===== config.mk =====
export PLATFORM = sky130hd
export DESIGN_NAME = presettable_counter
export DESIGN_NICKNAME = d
export VERILOG_FILES = /design/src/rtl/cnt_pkg.sv /design/src/rtl/cnt_ctrl.sv /design/src/rtl/cnt_datapath.sv /design/src/rtl/presettable_counter.sv
export SDC_FILE = /design/constraint.sdc
export NUM_CORES = 1
export LEC_CHECK = 0
export BUFFER_PORTS_ARGS = -buffer_cell sky130_fd_sc_hd__buf_4
export CAP_MARGIN = 20
export CORE_AREA = 10 10 47 49
export CTS_CLUSTER_DIAMETER = 150
export DETAILED_ROUTE_END_ITERATION = 6
export DIE_AREA = 0 0 57 59
export PLACE_DENSITY = 0.47
export SYNTH_ARGS = -nofsm -noshare
export SYNTH_HDL_FRONTEND = slang
export SYNTH_SLANG_ARGS = --single-unit

===== constraint.sdc =====
create_clock -name clk -period 1.46 [get_ports clk]
set_clock_uncertainty 0.15 [all_clocks]
set_input_delay 0.073 -clock clk [delete_from_list [all_inputs] [get_ports clk]]
set_output_delay 0.073 -clock clk [all_outputs]
set_load 0.05 [all_outputs]

===== src/rtl/cnt_pkg.sv =====
`timescale 1ns/1ps
package cnt_pkg;
  // Decoded actions for one clock edge, from control to datapath
  typedef struct packed {
    logic load;
    logic step;
  } cntStrobe_t;
endpackage


===== src/rtl/cnt_ctrl.sv =====
`timescale 1ns/1ps
module cnt_ctrl
  import cnt_pkg::*;
(
  input  logic       loadN,
  input  logic       cntEn,
  input  logic       chainEn,
  output cntStrobe_t strobe
);
  // Load overrides counting; counting needs both enables
  always_comb begin
    strobe.load = ~loadN;
    strobe.step = loadN & cntEn & chainEn;
  end
endmodule


===== src/rtl/cnt_datapath.sv =====
`timescale 1ns/1ps
module cnt_datapath
  import cnt_pkg::*;
#(
  parameter int WIDTH       = 4,
  parameter bit ASYNC_RESET = 1'b1
) (
  input  logic             clk,
  input  logic             rstN,
  input  cntStrobe_t       strobe,
  input  logic [WIDTH-1:0] data,
  input  logic             chainEn,
  output logic [WIDTH-1:0] count,
  output logic             termCount
);
  localparam logic [WIDTH-1:0] ALL_ONES = '1;
  localparam logic [WIDTH-1:0] ONE      = {{(WIDTH-1){1'b0}}, 1'b1};

  logic [WIDTH-1:0] countQ;
  logic [WIDTH-1:0] countNext;

  always_comb begin
    if (strobe.load)      countNext = data;
    else if (strobe.step) countNext = countQ + ONE;
    else                  countNext = countQ;
  end

  generate
    if (ASYNC_RESET) begin : g_async
      always_ff @(posedge clk or negedge rstN) begin
        if (!rstN) countQ <= '0;
        else       countQ <= countNext;
      end

      async_clear_chk: assert property (@(posedge clk) !rstN |-> countQ == '0);
    end else begin : g_sync
      always_ff @(posedge clk) begin
        if (!rstN) countQ <= '0;
        else       countQ <= countNext;
      end

      sync_clear_chk: assert property (@(posedge clk) !rstN |=> countQ == '0);
    end
  endgenerate

  assign count     = countQ;
  assign termCount = chainEn & (countQ == ALL_ONES);


  load_apply_chk: assert property (@(posedge clk) disable iff (!rstN)
    strobe.load |=> countQ == $past(data));

  step_add_chk: assert property (@(posedge clk) disable iff (!rstN)
    (!strobe.load && strobe.step) |=> countQ == $past(countQ) + ONE);

  hold_still_chk: assert property (@(posedge clk) disable iff (!rstN)
    (!strobe.load && !strobe.step) |=> $stable(countQ));
endmodule


===== src/rtl/presettable_counter.sv =====
`timescale 1ns/1ps
module presettable_counter
  import cnt_pkg::*;
#(
  parameter int WIDTH       = 4,
  parameter bit ASYNC_RESET = 1'b1
) (
  input  logic             clk,
  input  logic             rstN,
  input  logic             loadN,
  input  logic [WIDTH-1:0] data,
  input  logic             cntEn,
  input  logic             chainEn,
  output logic [WIDTH-1:0] count,
  output logic             termCount
);
  cntStrobe_t strobe;

  cnt_ctrl uCtrl (
    .loadN   (loadN),
    .cntEn   (cntEn),
    .chainEn (chainEn),
    .strobe  (strobe)
  );

  cnt_datapath #(.WIDTH(WIDTH), .ASYNC_RESET(ASYNC_RESET)) uPath (
    .clk       (clk),
    .rstN      (rstN),
    .strobe    (strobe),
    .data      (data),
    .chainEn   (chainEn),
    .count     (count),
    .termCount (termCount)
  );


  wrap_zero_chk: assert property (@(posedge clk) disable iff (!rstN)
    (termCount && cntEn && loadN) |=> count == '0);
endmodule


Word level (Yosys, flattened, before mapping). Index checks and enable logic that the tools add are counted.

Output and inout port bits: 5. Word-level logic and storage cells: 9. Register bits after elaboration: 4.

Muxes and demuxes: 2. Equality and inequality tests: 2. Bitwise logic cells: 3. Add/sub/neg operators: 1.

Operators by type and width (number): 2-to-1 mux 4 bit (2); adder 4 x 1 -> 4 bit (second input constant) (1); equality test 4 bit (second input constant) (1); AND 1 bit (3); inequality test 2 x 1 -> 1 bit (second input constant) (1).

Logic depth before layout (Yosys ltp). Gate-level depths: netlist (run 1).

Depth in word-level cells: 4. Depth in mapped cells: 4. Depth with buffers taken out: 4.

By module. Synthesis (run 1) repeated with hierarchy kept, for this count alone.

Cell total of the unflattened synthesis: 21. Area total of the unflattened synthesis: 221.5 µm².

By module, submodules not included: cnt_datapath (instances 1, cells each 19, area each 211.5 µm², sequential area each 100.1 µm²); cnt_ctrl (instances 1, cells each 2, area each 10.0 µm², sequential area each 0.0 µm²).

Worst setup path before layout (run 1). Ideal clock, no wire load.

Kind: register to output. Start point: register uPath.countQ[0], in the netlist uPath.count[0]. End point: output termCount. Cell stages (with the launch flop): 3. Path buffers: 0. Slack: -0.038 ns. Arrival time: 1.275 ns. Required time: 1.237 ns. Path through: dfrtp_1 > ha_1 > and4_2.

Longest elaborated chain between the ends: 2.

RTL lines: from (decl) (line cnt_datapath.sv:19) `logic [WIDTH-1:0] countQ;`; from (signal assigned) (line cnt_datapath.sv:32) `else countQ <= countNext;`; equality test 4 bit (line cnt_datapath.sv:47) `assign termCount = chainEn & (countQ == ALL_ONES);`; AND 1 bit (line cnt_datapath.sv:47); to (decl) (line presettable_counter.sv:15) `output logic termCount`.

Every way passes these cells.

Final worst setup path (run 1). Ends and elaborated chain as after synthesis.

==> summary.md, run 1 <==
| Metric | Value |
|---|---|
| CP startpoint kind | `flop` |
| Slew headroom | `slightly above 90%` |
| Mux cell area share after synthesis | `4.60%` |
| Final period utilization | `94.2%` |
| Setup crit end kind | `output pin` |
| Final Util | `between 30% and 40%` |
| RSZ-0062 raised after global routing | `no` |
| Fin. Hold Viols | `0` |
| Fin crit period | `1370 ps` |
| Post-Synth XOR/XNOR Area | `8.05%` |
| Die height | `59 µm` |
| MaxCap Viol Count | `0` |
| Detailed Routing Iterations Pass 1 | `2` |
| Vias/cell | `a little under 4` |
| Post-Route WL | `approximately 720 µm` |
| Die area | `0.00336 mm²` |
| Iter 0 DRT Violations | `1` |
| Num CTS Buffers | `3` |
| VDD IR-drop max | `between 400 and 500 µV` |
| Critical Path RT | `1240 ps` |
| Worst-path fanout max | `3` |
| Worst-Margin Slew | `between 100 and 150 ps` |
| Vias in the first global route | `254` |
| Root Driver | `clkbuf_4` |
| Area of the mapped netlist | `218 µm²` |
| Layout area overhead | `108%` |
| Leakage | `around 0.20 nW` |
| Post-Syn Area per Cell | `9.47 µm²` |
| Syn_nets | `33` |
| Final #Nets | `59` |
| Critical path buffers and inverters | `1` |
| Post-route ant nets | `0` |
| CTS max path bufs | `2` |
| WL/cell | `11.3 µm` |
| Global-route congestion overflow total | `0` |
| Fraction of layout cells with a size suffix above 1 | `50.0%` |
| CP top delay family | `flip-flops` |
| # IOs | `14` |
| Placer Congestion | `0.641` |
| Clock Latency Late Sink | `240 ps` |
| CTS H-Tree Depth | `1` |
| Fill cells | `around 140` |
| Clock transition at path regs | `about 40 ps` |
| Chip Width | `57 µm` |
| Critical path's slowest cell | `dfrtp_2` |
| Combinational family with the most area after synthesis | `simple AND/OR/NAND/NOR gates` |
| First-pass GRT wire length | `1.17 mm` |
| Hold Path Class | `in2reg` |
| CP Cell Sequence | `ha_2, and4_2, buf_6` |
| Seq cells post-synth | `4` |
| CTS tree | `done` |
| Post-synthesis adder-cell area fraction | `~5.7%` |
| Cells after synthesis | `23` |
| Slowest cell delay on critical path | `400 ps` |
| Routed vias | `between 200 and 250` |
| Port bufs | `13` |
| Post-synth top area share | `46.0%` |
| Synth Area in Compound Gates | `12.1%` |
| # setup viols final | `0` |
| Power per standard cell area | `1010 mW/mm²` |
| Area leader, netlist | `dfrtp_1` |
| Worst EP arrival | `1150 ps` |
| Core ar. | `0.00140 mm²` |
| Synth unique cells | `13` |
| Status | `complete, no violations` |
| Register area share after synthesis | `46.0%` |
| Simple-Gate Fraction of Synth Area | `between 20 and 25%` |
| Largest register FFs | `4` |
| Initial core utilization | `15.5%` |
| Yosys warnings | `0` |
| DRC | `0` |
| Largest net degree at the start of global routing | `9` |
| Clock sink count | `4` |
| HPWL after DPL | `between 500 and 600 µm` |
| Setup TNS | `0 ps` |
| GRT Overall Usage | `4.64%` |
| Pins Over Slew Limit | `0` |
| Non-filler cells in the finished layout | `64` |
| Fmax | `0.727 GHz` |
| Inst Count DP | `between 50 and 60` |
| Ant. Diodes | `0` |
| Synth top area cells | `dfrtp_1 46%, xor2_1 8.0%, a21oi_1 6.9%, nor2_1 6.9%, ha_1 5.7%` |
| Initial antenna violation count | `0` |
| Crit path kind | `reg2out` |
| FP Rows | `14` |
synthesized netlist by cell type, drive strengths merged:
library cell,count
mux2i,1
nand2,1
dfrtp,4
nor2,4
ha,1
clkbuf,1
nand3,2
and4,1
a31oi,1
a21oi,3
xor2,2
or3,1
o21ai,1
power breakdown:
part	switching [mW]	total [mW]	internal, mW
Sequential	0.0118	0.138	0.126
Combinational	0.0920	0.165	0.0730
Clock	0.0527	0.156	0.103
Total	0.156	0.459	0.302
cells in the final DEF (no fill, tap or decap), drive strengths merged:
cell type	count
a21oi	3
a31oi	1
and4	1
buf	15
clkbuf	4
dfrtp	4
dlygate4sd3	7
ha	1
mux2i	1
nand2	1
nand3	2
nor2	4
o21ai	1
or3	1
xor2	2
metrics by stage:
step	power [mW]	hold WS, ps	area, µm²	setup slack, ps
after floorplan	0.225	-373	221	109
after global placement	0.281	-278	335	230
after detailed placement	0.279	-277	335	247
after CTS	0.458	0.773	425	24.9
after global routing	0.498	130	453	27.5
final	0.459	95.8	453	85.4
area by class of cell:
class	count	area [µm²]	share of cell area, %
multi-input combinational	18	116	25.7
tap	16	20.0	4.42
timing repair buffer	22	186	41.2
sequential	4	104	22.9
clock buffer	4	26.3	5.80
cells by family (layout without fill, tap and decap cells):
kind of cell    Yosys count  after routing
buf+inv                   1             26
flops                     4              4
simple gates              9              9
fa+ha+maj                 1              1
xor+xnor                  2              2
compound gates            5              5
mux                       1              1
per-layer routing:
layer	vias up	global-route usage (%)	wire length, µm
met5	-	0	0
met4	0	4.03	0
met3	0	3.65	96
met2	14	4.96	245
met1	101	5.51	382
li1	131	-	-
timing repair:
| item | 4_1_cts | 5_1_grt |
|---|---|---|
| buffers inserted | 0 | 2 |
| gates cloned | 0 | 0 |
| endpoints found under the hold margin | 8 | 1 |
| resized for setup | 1 | 1 |
| hold buffers | 6 | 1 |
| endpoints found under the setup margin | 1 | 1 |
worst min-delay path: stages:
cell and delay [ps]:
buf_4 90, nand2_2 70, xor2_1 140, a21oi_1 70
final timing paths:
path,startpoint,endpoint,slack (ps),depth (start not counted)
max in group asynchronous,rstN,uPath.count[0],490,3
hold reg to reg,uPath.count[3],uPath.count[3],450,2
min in group asynchronous,rstN,uPath.count[1],550,3
setup / recovery,uPath.count[0],termCount,90,3
hold / removal,cntEn,uPath.count[0],100,4
setup reg to reg,uPath.count[2],uPath.count[3],270,3
Note: power is estimated with default switching activity, not from simulation.
==> run 2: changes to the inputs <==
Settings changed: CELL_PAD_IN_SITES_DETAIL_PLACEMENT set to 1, CELL_PAD_IN_SITES_GLOBAL_PLACEMENT set to 1, PLACE_DENSITY 0.47 to 0.58.
==> summary.md, run 2 (synthesized netlist as in run 1, its figures left out) <==
| Metric | Value |
|---|---|
| Status | `complete, no violations` |
| Slowest cell delay on critical path | `420 ps (+20 ps)` |
| Non-filler cells in the finished layout | `64 (unchanged)` |
| Core ar. | `0.00140 mm² (unchanged)` |
| Leakage | `0.203 nW (+0.26%)` |
| Worst-path fanout max | `4 (+1)` |
| Final #Nets | `59 (unchanged)` |
| Post-route ant nets | `0 (unchanged)` |
| CP Cell Sequence | `ha_2, and4_2, buf_6` |
| WL/cell | `11.9 µm (+5.0%)` |
| Setup TNS | `0 ps (unchanged)` |
| Vias in the first global route | `294 (+16%)` |
| Sw Share | `33.4% (-0.66 points)` |
| Inst Count DP | `51 (unchanged)` |
| Fin. Hold Viols | `0 (unchanged)` |
| CTS tree | `done` |
| Worst-Margin Slew | `164 ps (+38.0 ps)` |
| Clock transition at path regs | `40 ps (about the same)` |
| Critical path buffers and inverters | `1 (unchanged)` |
| Die height | `59 µm (unchanged)` |
| Placer Congestion | `0.655 (+2.2%)` |
| Initial core utilization | `15.5% (unchanged)` |
| Vias/cell | `4.17 (+8.5%)` |
| Commonest non-fill, non-tap cell in the layout | `buf_4` |
| Global-route congestion overflow total | `0 (unchanged)` |
| Most frequent cells in the layout | `15 x buf_4, 6 x dlygate4sd3_1, 4 x nor2_1` |
| Largest register FFs | `4 (unchanged)` |
| Critical path's slowest cell | `dfrtp_2` |
| Routed vias | `267 (+8.5%)` |
| Clock power frac | `32.5% (-1.4 points)` |
| Clock sink count | `4 (unchanged)` |
| Largest net degree at the start of global routing | `9 (unchanged)` |
| Hold Slack | `21.6 ps (-74.2 ps)` |
| DRC | `0 (unchanged)` |
| Root Driver | `clkbuf_4` |
| Chip Width | `57 µm (unchanged)` |
| Iter 0 DRT Violations | `1 (unchanged)` |
| Power per standard cell area | `1010 mW/mm² (about the same)` |
| Post-Route WL | `760 µm (+5.0%)` |
| Setup crit end kind | `output pin` |
| Critical Path RT | `1240 ps (about the same)` |
| Num CTS Buffers | `3 (unchanged)` |
| Detailed Routing Iterations Pass 1 | `3 (+1)` |
| Sequential fraction of design power | `30.7% (+0.6 points)` |
| Initial antenna violation count | `0 (unchanged)` |
| Crit path kind | `reg2out` |
| Worst EP arrival | `1160 ps (about the same)` |
| Pins Over Slew Limit | `0 (unchanged)` |
| Layout area overhead | `107%` |
| Slew headroom | `88.7% (-2.6 points)` |
| Final period utilization | `94.9% (+0.77 points)` |
| Fin crit period | `1390 ps (+11.3 ps)` |
| FP Rows | `14 (unchanged)` |
| First-pass GRT wire length | `1.30 mm (+11%)` |
| CP startpoint kind | `flop` |
| Hold Path Class | `in2async` |
| Ant. Diodes | `0 (unchanged)` |
| Combinational power share | `36.7% (+0.7 points)` |
| CTS H-Tree Depth | `1 (unchanged)` |
| # IOs | `14 (unchanged)` |
| Port bufs | `13 (unchanged)` |
| Clock Latency Late Sink | `230 ps (about the same)` |
| Internal cell power | `0.304 mW (+0.46%)` |
| Switching power | `0.153 mW (-2.5%)` |
| MaxCap Viol Count | `0 (unchanged)` |
| RSZ-0062 raised after global routing | `no` |
| # setup viols final | `0 (unchanged)` |
| Fmax | `0.722 GHz (-0.82%)` |
| Die area | `0.00336 mm² (unchanged)` |
| Fraction of layout cells with a size suffix above 1 | `52.1% (+2.1 points)` |
| GRT Overall Usage | `5.20% (+0.56 points)` |
| CP top delay family | `flip-flops` |
| CTS max path bufs | `2 (unchanged)` |
| VDD IR-drop max | `312 µV (-31%)` |
## run 2: changes by cell type in the layout (fill, tap and decap cells not counted)
cell           change
dlygate4sd3_1      -1
buf_4              +1
## run 2: power by group through the flow
stage / registers, mW / logic (mW) / clock network [mW]
after floorplan: 0.187 / 0.0387 / 0
after global placement: 0.142 / 0.138 / 0
after detailed placement: 0.142 / 0.138 / 0
after CTS: 0.141 / 0.152 / 0.158
after global routing: 0.144 / 0.181 / 0.173
final: 0.140 / 0.168 / 0.149
## run 2: per-stage QoR
step                      utilization (%)  area, µm²  power (mW)  worst slack [ps]
after floorplan                         -        221       0.225               109
after global placement               23.9        335       0.280               243
after detailed placement             23.9        335       0.281               234
after CTS                            30.1        422       0.451             0.220
after global routing                 32.1        450       0.499              16.5
final                                32.1        450       0.456              74.1
## run 2: layout make-up
class,instances,area [µm²]
clock buffer,4,26.3
fill,172,951
timing repair buffer,22,184
multi-input combinational,18,116
sequential,4,104
tap,16,20.0
## run 2: path summary, 6_finish.rpt
path	slack (ps)	depth (start not counted)	from	endpoint
worst max register to register	260	3	uPath.count[0]	uPath.count[3]
worst min register to register	460	2	uPath.count[3]	uPath.count[3]
max in group asynchronous	1020	2	rstN	uPath.count[0]
min in group clk	120	4	cntEn	uPath.count[0]
worst min-delay path	20	2	rstN	uPath.count[2]
worst max-delay path	70	3	uPath.count[0]	termCount
## run 2: what timing repair did
item / CTS / global route
endpoints found under the setup margin: 0 / 1
buffers inserted: 0 / 3
hold endpoints to repair: 8 / 0
resized for setup: 0 / 2
hold buffers: 6 / 0
## run 2: routing by layer
| layer | global-route usage (%) | vias to the layer above | share of wire [%] |
|---|---|---|---|
| met5 | 0 | - | 0 |
| met3 | 4.51 | 0 | 16 |
| met2 | 6.20 | 11 | 43 |
| li1 | - | 132 | - |
| met1 | 5.27 | 124 | 41 |
| met4 | 5.03 | 0 | 0 |
